<file path="config.mk">
export PLATFORM = sky130hd
export DESIGN_NAME = csel_decoder
export DESIGN_NICKNAME = d
export VERILOG_FILES = /design/src/rtl/csel_pkg.sv /design/src/rtl/csel_regs.sv /design/src/rtl/csel_match.sv /design/src/rtl/csel_term.sv /design/src/rtl/csel_decoder.sv
export SDC_FILE = /design/constraint.sdc
export NUM_CORES = 1
export LEC_CHECK = 0
export BUFFER_PORTS_ARGS = -buffer_cell sky130_fd_sc_hd__buf_2
export CAP_MARGIN = 25
export CORE_ASPECT_RATIO = 0.75
export CORE_UTILIZATION = 55
export DETAILED_ROUTE_END_ITERATION = 8
export MAX_ROUTING_LAYER = met4
export PLACE_DENSITY = 0.75
export SLEW_MARGIN = 20
export SYNTH_ARGS = -nofsm -noshare
export SYNTH_HDL_FRONTEND = slang
export SYNTH_SLANG_ARGS = --single-unit
</file>
<file path="constraint.sdc">
create_clock -name clk_i -period 4.1 [get_ports clk_i]
set_clock_uncertainty 0.1 [all_clocks]
set_input_delay 0.205 -clock clk_i [delete_from_list [all_inputs] [get_ports clk_i]]
set_output_delay 0.205 -clock clk_i [all_outputs]
set_load 0.1 [all_outputs]
</file>
<file path="src/rtl/csel_pkg.sv">
package csel_pkg;

  localparam int unsigned REG_W        = 16;
  localparam int unsigned MIN_BLK_LOG2 = 11;

  // configuration register kinds (upper cfg address bits)
  typedef enum logic [1:0] {
    CFG_WIN    = 2'd0,
    CFG_QUAL   = 2'd1,
    CFG_ASSIGN = 2'd2,
    CFG_DISC   = 2'd3
  } cfg_kind_e;

  // qualifier register bit positions
  localparam int unsigned Q_AVEC    = 0;
  localparam int unsigned Q_LVL_LO  = 1;
  localparam int unsigned Q_SPC_LO  = 4;
  localparam int unsigned Q_TERM_LO = 6;
  localparam int unsigned Q_STRB    = 10;
  localparam int unsigned Q_DIR_LO  = 11;
  localparam int unsigned Q_LANE_LO = 13;

  localparam logic [3:0] TERM_FAST = 4'd14;
  localparam logic [3:0] TERM_EXT  = 4'd15;

  typedef struct packed {
    logic       as;
    logic       ds;
    logic       rd;
    logic [1:0] lane;
    logic [1:0] space;
    logic [2:0] ilvl;
  } bus_ctl_t;

  // block-size code to log2 of window size in bytes
  function automatic logic [4:0] blk_log2(input logic [2:0] code);
    logic [4:0] r;
    case (code)
      3'd0:    r = 5'd11;
      3'd1:    r = 5'd13;
      3'd2:    r = 5'd14;
      3'd3:    r = 5'd16;
      3'd4:    r = 5'd17;
      3'd5:    r = 5'd18;
      3'd6:    r = 5'd19;
      default: r = 5'd20;
    endcase
    return r;
  endfunction

endpackage

</file>
<file path="src/rtl/csel_regs.sv">
module csel_regs
  import csel_pkg::*;
#(
  parameter int NCH = 4,
  localparam int IDX_W = (NCH > 1) ? $clog2(NCH) : 1,
  localparam int AS_W  = 2 * NCH
) (
  input  logic                       clk_i,
  input  logic                       rst_i,
  input  logic                       cfg_we_i,
  input  logic [IDX_W+1:0]           cfg_addr_i,
  input  logic [REG_W-1:0]           cfg_wdata_i,
  output logic [REG_W-1:0]           cfg_rdata_o,
  output logic [NCH-1:0][REG_W-1:0]  win_o,
  output logic [NCH-1:0][REG_W-1:0]  qual_o,
  output logic [AS_W-1:0]            asg_o,
  output logic [NCH-1:0]             disc_o
);

  logic [NCH-1:0][REG_W-1:0] win_q, qual_q;
  logic [AS_W-1:0]           asg_q;
  logic [NCH-1:0]            disc_q;
  logic [REG_W-1:0]          rdata_q, rd_v;
  cfg_kind_e                 kind;
  logic [IDX_W-1:0]          idx;
  logic                      idx_ok;

  assign kind   = cfg_kind_e'(cfg_addr_i[IDX_W+1:IDX_W]);
  assign idx    = cfg_addr_i[IDX_W-1:0];
  assign idx_ok = ({1'b0, idx} < (IDX_W+1)'(NCH));

  always_ff @(posedge clk_i) begin
    if (rst_i) begin
      win_q  <= '0;
      qual_q <= '0;
      asg_q  <= '0;
      disc_q <= '1;
    end else if (cfg_we_i) begin
      case (kind)
        CFG_WIN:    if (idx_ok) win_q[idx]  <= cfg_wdata_i;
        CFG_QUAL:   if (idx_ok) qual_q[idx] <= cfg_wdata_i;
        CFG_ASSIGN: asg_q  <= cfg_wdata_i[AS_W-1:0];
        default:    disc_q <= cfg_wdata_i[NCH-1:0];
      endcase
    end
  end

  always_comb begin
    rd_v = '0;
    case (kind)
      CFG_WIN:    if (idx_ok) rd_v = win_q[idx];
      CFG_QUAL:   if (idx_ok) rd_v = qual_q[idx];
      CFG_ASSIGN: rd_v[AS_W-1:0] = asg_q;
      default:    rd_v[NCH-1:0]  = disc_q;
    endcase
  end

  always_ff @(posedge clk_i) begin
    if (rst_i) rdata_q <= '0;
    else       rdata_q <= rd_v;
  end

  assign cfg_rdata_o = rdata_q;
  assign win_o       = win_q;
  assign qual_o      = qual_q;
  assign asg_o       = asg_q;
  assign disc_o      = disc_q;

  generate
    if (AS_W < REG_W) begin : g_hi_chk
      // unused assignment bits always read back as zero
      a_r8_assign_hi_zero : assert property (@(posedge clk_i) disable iff (rst_i)
        (kind == CFG_ASSIGN) |=> (cfg_rdata_o[REG_W-1:AS_W] == '0));
    end
  endgenerate

endmodule

</file>
<file path="src/rtl/csel_match.sv">
module csel_match
  import csel_pkg::*;
#(
  parameter int ADDR_W = 24,
  localparam int HI_W  = ADDR_W - MIN_BLK_LOG2
) (
  input  logic [REG_W-1:0]  win_i,
  input  logic [REG_W-1:0]  qual_i,
  input  logic [1:0]        asg_i,
  input  logic [ADDR_W-1:0] addr_i,
  input  bus_ctl_t          bus_i,
  output logic              hit_o,
  output logic              sel_o
);

  logic [4:0]      lg;
  logic [HI_W-1:0] keep;
  logic [HI_W-1:0] diff;
  logic            addr_ok, dir_ok, lane_ok, spc_ok, lvl_ok;
  logic [1:0]      spc;
  logic [2:0]      lvl;

  assign lg   = blk_log2(win_i[2:0]);
  assign diff = addr_i[ADDR_W-1:MIN_BLK_LOG2] ^ win_i[3 +: HI_W];
  assign spc  = qual_i[Q_SPC_LO +: 2];
  assign lvl  = qual_i[Q_LVL_LO +: 3];

  always_comb begin
    for (int j = 0; j < HI_W; j++)
      keep[j] = ((j + MIN_BLK_LOG2) >= int'(lg));
  end

  assign addr_ok = ((diff & keep) == '0);
  assign dir_ok  = bus_i.rd ? qual_i[Q_DIR_LO] : qual_i[Q_DIR_LO+1];
  assign lane_ok = |(qual_i[Q_LANE_LO +: 2] & bus_i.lane);

  always_comb begin
    case (spc)
      2'b00:   spc_ok = (bus_i.space == 2'b00);
      2'b01:   spc_ok = (bus_i.space == 2'b01);
      2'b10:   spc_ok = (bus_i.space == 2'b10);
      default: spc_ok = (bus_i.space == 2'b01) || (bus_i.space == 2'b10);
    endcase
  end

  assign lvl_ok = (spc != 2'b00) || (lvl == 3'd0) || (lvl == bus_i.ilvl);

  assign hit_o = bus_i.as & asg_i[1] & addr_ok & dir_ok & lane_ok & spc_ok & lvl_ok;
  assign sel_o = hit_o & (~qual_i[Q_STRB] | bus_i.ds);

endmodule

</file>
<file path="src/rtl/csel_term.sv">
module csel_term
  import csel_pkg::*;
#(
  parameter int NCH = 4
) (
  input  logic                clk_i,
  input  logic                rst_i,
  input  logic                as_i,
  input  logic [NCH-1:0]      hit_i,
  input  logic [NCH-1:0][3:0] code_i,
  input  logic [NCH-1:0]      wide_i,
  input  logic [NCH-1:0]      avec_i,
  output logic                ack_o,
  output logic                wide_o,
  output logic                avec_o
);

  typedef enum logic [1:0] {T_IDLE, T_WAIT, T_DONE} tstate_e;

  tstate_e    st_q;
  logic [3:0] cnt_q;
  logic       ack_q, wide_q, avec_q;
  logic       win_any, win_wide, win_avec;
  logic [3:0] win_code;

  // lowest index wins: scan downward so the last write is the lowest hit
  always_comb begin
    win_any  = 1'b0;
    win_code = 4'd0;
    win_wide = 1'b0;
    win_avec = 1'b0;
    for (int i = NCH - 1; i >= 0; i--) begin
      if (hit_i[i]) begin
        win_any  = 1'b1;
        win_code = code_i[i];
        win_wide = wide_i[i];
        win_avec = avec_i[i];
      end
    end
  end

  always_ff @(posedge clk_i) begin
    if (rst_i) begin
      st_q   <= T_IDLE;
      cnt_q  <= '0;
      ack_q  <= 1'b0;
      wide_q <= 1'b0;
      avec_q <= 1'b0;
    end else if (!as_i) begin
      st_q  <= T_IDLE;
      ack_q <= 1'b0;
    end else begin
      case (st_q)
        T_IDLE: begin
          wide_q <= win_wide;
          avec_q <= win_avec;
          if (!win_any || win_code == TERM_EXT) begin
            st_q <= T_DONE;
          end else if (win_code == TERM_FAST) begin
            ack_q <= 1'b1;
            st_q  <= T_DONE;
          end else begin
            cnt_q <= win_code;
            st_q  <= T_WAIT;
          end
        end
        T_WAIT: begin
          if (cnt_q == 4'd0) begin
            ack_q <= 1'b1;
            st_q  <= T_DONE;
          end else begin
            cnt_q <= cnt_q - 4'd1;
          end
        end
        default: st_q <= T_DONE;
      endcase
    end
  end

  assign ack_o  = ack_q;
  assign wide_o = ack_q & wide_q;
  assign avec_o = ack_q & avec_q;

  // acknowledge falls once the strobe is gone
  a_r13_ack_drops : assert property (@(posedge clk_i) disable iff (rst_i)
    !as_i |=> !ack_o);

  // external-termination code never self-acknowledges at cycle start
  a_r10_external_silent : assert property (@(posedge clk_i) disable iff (rst_i)
    (as_i && st_q == T_IDLE && win_any && win_code == TERM_EXT) |=> !ack_o);

endmodule

</file>
<file path="src/rtl/csel_decoder.sv">
module csel_decoder
  import csel_pkg::*;
#(
  parameter int NCH    = 4,
  parameter int ADDR_W = 24,
  localparam int IDX_W = (NCH > 1) ? $clog2(NCH) : 1
) (
  input  logic              clk_i,
  input  logic              rst_i,
  input  logic              cfg_we_i,
  input  logic [IDX_W+1:0]  cfg_addr_i,
  input  logic [15:0]       cfg_wdata_i,
  output logic [15:0]       cfg_rdata_o,
  input  logic              bus_as_i,
  input  logic              bus_ds_i,
  input  logic              bus_rd_i,
  input  logic [1:0]        bus_lane_i,
  input  logic [1:0]        bus_space_i,
  input  logic [2:0]        bus_ilvl_i,
  input  logic [ADDR_W-1:0] bus_addr_i,
  input  logic [NCH-1:0]    alt_i,
  output logic [NCH-1:0]    cs_pin_o,
  output logic              ack_o,
  output logic              ack_wide_o,
  output logic              avec_o
);

  localparam int AS_W = 2 * NCH;

  logic [NCH-1:0][REG_W-1:0] win, qual;
  logic [AS_W-1:0]           asg;
  logic [NCH-1:0]            disc;
  logic [NCH-1:0]            hit, sel, wide, avec, cs_mask;
  logic [NCH-1:0][3:0]       code;
  logic [NCH-1:0]            pin_q;
  bus_ctl_t                  bus;

  assign bus = '{as: bus_as_i, ds: bus_ds_i, rd: bus_rd_i, lane: bus_lane_i,
                 space: bus_space_i, ilvl: bus_ilvl_i};

  csel_regs #(.NCH(NCH)) regs_i (
    .clk_i       (clk_i),
    .rst_i       (rst_i),
    .cfg_we_i    (cfg_we_i),
    .cfg_addr_i  (cfg_addr_i),
    .cfg_wdata_i (cfg_wdata_i),
    .cfg_rdata_o (cfg_rdata_o),
    .win_o       (win),
    .qual_o      (qual),
    .asg_o       (asg),
    .disc_o      (disc)
  );

  generate
    for (genvar i = 0; i < NCH; i++) begin : g_ch
      csel_match #(.ADDR_W(ADDR_W)) match_i (
        .win_i  (win[i]),
        .qual_i (qual[i]),
        .asg_i  (asg[2*i +: 2]),
        .addr_i (bus_addr_i),
        .bus_i  (bus),
        .hit_o  (hit[i]),
        .sel_o  (sel[i])
      );
      assign code[i]    = qual[i][Q_TERM_LO +: 4];
      assign wide[i]    = (asg[2*i +: 2] == 2'b11);
      assign avec[i]    = qual[i][Q_AVEC] & (bus_space_i == 2'b00);
      assign cs_mask[i] = asg[2*i+1];

      always_ff @(posedge clk_i) begin
        if (rst_i) begin
          pin_q[i] <= 1'b1;
        end else begin
          case (asg[2*i +: 2])
            2'b00:   pin_q[i] <= disc[i];
            2'b01:   pin_q[i] <= alt_i[i];
            default: pin_q[i] <= ~sel[i];
          endcase
        end
      end

      // every qualifying select channel pulls its own pin low next edge
      a_r9_sel_drives_pin : assert property (@(posedge clk_i) disable iff (rst_i)
        (sel[i] && cs_mask[i] && !cfg_we_i) |=> !cs_pin_o[i]);
    end
  endgenerate

  csel_term #(.NCH(NCH)) term_i (
    .clk_i  (clk_i),
    .rst_i  (rst_i),
    .as_i   (bus_as_i),
    .hit_i  (hit),
    .code_i (code),
    .wide_i (wide),
    .avec_i (avec),
    .ack_o  (ack_o),
    .wide_o (ack_wide_o),
    .avec_o (avec_o)
  );

  assign cs_pin_o = pin_q;

  // with no strobe, every select-assigned pin is idle high next edge
  a_r13_idle_pins : assert property (@(posedge clk_i) disable iff (rst_i)
    (!bus_as_i && !cfg_we_i) |=> ((cs_pin_o | ~cs_mask) == '1));

  // an autovector request only rides on an acknowledge
  a_r12_avec_with_ack : assert property (@(posedge clk_i) disable iff (rst_i)
    avec_o |-> ack_o);

endmodule

</file>
==> metrics.txt <==
final setup violation count=0; drt pass-1 iters=6; CTS root buffer=clkbuf_16; Final min period=around 3.3 ns; CP max FO=9; largest net degree at the start of global routing=a little under 100; initial core utilization=between 50% and 60%; Worst Tran Pin Value=just over 1 ns; Post-CTS Resized=0; critical path class=flip-flop to flip-flop; most frequent cells after synthesis=dfxtp_1 (169), nand2_1 (157), nor2_1 (113); WP data arrival=3.51 ns; share of flip-flops with an asynchronous set or reset=0%; critical path required time=around 4.4 ns; Final nets=~1100; Post-Synthesis Cells=around 1000; full die area=~17000 µm²; Syn. warnings=0; r2r startpoint=regs_i.win_o[39]; Row Count=40; routed vias=just under 8000; final hold vios=0; post-cts hold buffer count=3; I/O pins=84; worst skew pair latency=approximately 0.44 ns; Hold Path Origin=cfg_wdata_i[14]; first-pass GRT wire length=around 40000 µm; period utilization=about four fifths; die span in y=between 100 and 150 µm; RSZ-0062 raised after global routing=no; Hold Slack=about 0.011 ns; status=finished, final reports clean; Hold Path Class=primary input to flip-flop; initial antenna violation count=2; ys flop type=dfxtp_1; placement-stage cell area=~9500 µm²; Vias/cell=roughly 6.1; crit start category=flip-flop; initial drt markers=956; final cell count without fillers=~1300; share of cells above drive strength 1=17.2%; CTS clk-pin slew, worst paths=about 0.060 ns; count leader, synth=dfxtp_1; total grt overflow=0; Max stage delay cell, worst path=o41ai_1; post-synth net total=roughly 1100; number of setup buffers added after CTS=0; Num CTS Buffers=17; max-cap viol count=0; source of the critical timing path=regs_i.win_o[39]; routed len/inst=between 20 and 25 µm; Inst Count DP=1230; Synth area leaders=dfxtp_1 (37%), mux2i_1 (10%), mux4_2 (10%); # clock sinks=169; Lkg Pwr=between 3 and 4 nW; sequential area share after synthesis=between 30% and 40%; CTS tree=built; Port-buffer cells=72; Global Route Usage Sum=around a third; critical path capture point type=flip-flop; Slew Limit Fails=0; vias in the first global route=~7000; Design Area, Final=around 10000 µm²; number of H-tree levels=4; Max Buffers Root-to-Sink=2; final WL=around 26000 µm; Cell Chain, Critical Path=xnor2_1, a21oi_1, o41ai_1, and3_1, nand2_1, a311oi_1, a32o_2, a211oi_1, a211oi_1; Post-DRT Antenna Nets=0; Synth-to-Final Area Change=11.9%; Netlist cell types=69; Avg Synthesized Cell Area=between 9 and 10 µm²; DP HPWL=roughly 18000 µm; slowest stage delay, CP=0.83 ns; gp weighted congestion=0.924; PD cells=around 360 nW/µm²; post-synthesis cell area=about 9000 µm²; Worst VDD drop=0.267 mV; Yosys reg bits=169; dpl ws=between 0.8 and 0.9 ns; f_max=approximately 300 MHz; # DRC=0; setup_tns=0 ns; cell mode on critical path=a211oi_1; Core ar.=approximately 16000 µm²; Synth top area share=between 30% and 40%; biggest area consumer among synthesized cells=dfxtp_1; Post-synth EDFFs=0; crit path setup slack, layout=around 0.84 ns; Die Wd=150 µm; relative slew slack=32.6%
## cell usage in the layout, fill, tap and decap left out, types with 5 or more instances in the layout
cell type	n
dfxtp_1	169
nand2_1	157
nor2_1	113
mux2i_1	90
a21oi_1	85
buf_2	71
xor2_1	45
mux4_2	40
inv_1	19
xnor2_1	19
clkbuf_16	17
nor3_1	16
buf_4	14
nand3_1	13
o21ai_0	12
nand2b_1	11
nor2b_1	10
nor4_1	9
a22oi_1	8
o211ai_1	8
nand3b_1	7
and2_1	6
a31oi_1	5
or3_1	5
ha_1	5
## registers in the layout, indices dropped and copies added (netlist names), 2 cells and up
register,flops
regs_i.cfg_rdata_o,16
regs_i.qual_o,64
term_i.cnt_q,4
regs_i.win_o,64
regs_i.disc_o,4
term_i.st_q,2
cs_pin_o,4
regs_i.asg_o,8
## logic make-up after synthesis
kind of cell	Yosys count	share of synthesized area [%]
flip-flops	169	37.4
AND/OR/NAND/NOR	382	19.9
buffers and inverters	88	3.82
adder cells (fa/ha/maj)	5	0.692
multiplexers	135	20.5
AO/OA/AOI/OAI	160	11.3
XOR/XNOR	65	6.38
## area by class of cell
cell class	count	area, µm²
fillers	1334	5950
inverters	19	71.3
well taps	210	263
flip-flops and latches	169	3380
repair buffers	88	490
clock inverters	10	118
clock buffers	21	460
diodes	2	5.00
multi-input cells	747	5330
## stage by stage
step	power (W)	util, %
3_3_place_gp	0.00207	59.2
5_1_grt	0.00376	63.0
4_1_cts	0.00365	63.0
3_5_place_dp	0.00208	59.2
6_report	0.00365	63.0
2_1_floorplan	0.00196	-
## path summary, 6_finish.rpt
check / cells after the start / slack [ns] / endpoint
worst min register to register: 2 / 0.35 / term_i.avec_q
worst max register to register: 9 / 0.84 / term_i.cnt_q[0]
worst min-delay path: 3 / 0.01 / regs_i.qual_o[14]
worst max-delay path: 9 / 0.84 / term_i.cnt_q[0]
## power by group
part,leakage [nW],switching (W),internal [W]
Clock,0.272,0.000676,0.000927
Combinational,2.28,0.000237,0.000121
Sequential,1.37,0.0000246,0.00167
## layer usage
metal | global-route usage (%) | vias up | routed length, µm
met5 | - | - | 0
met2 | 44.7 | 428 | 11000
li1 | - | 3590 | -
met4 | 10.4 | 0 | 498
met3 | 9.76 | 49 | 2960
met1 | 45.3 | 3646 | 11500
## worst max-delay path: cells and delay by family (launching register included)
kind                      cells  cell delay (ns)
xor gates and xnor gates      1             0.24
AOI/OAI and AO/OA             6             1.93
and+or+nand+nor               2             0.59
DFF                           1             0.33
No activity file was read; power rests on OpenSTA's default activity.
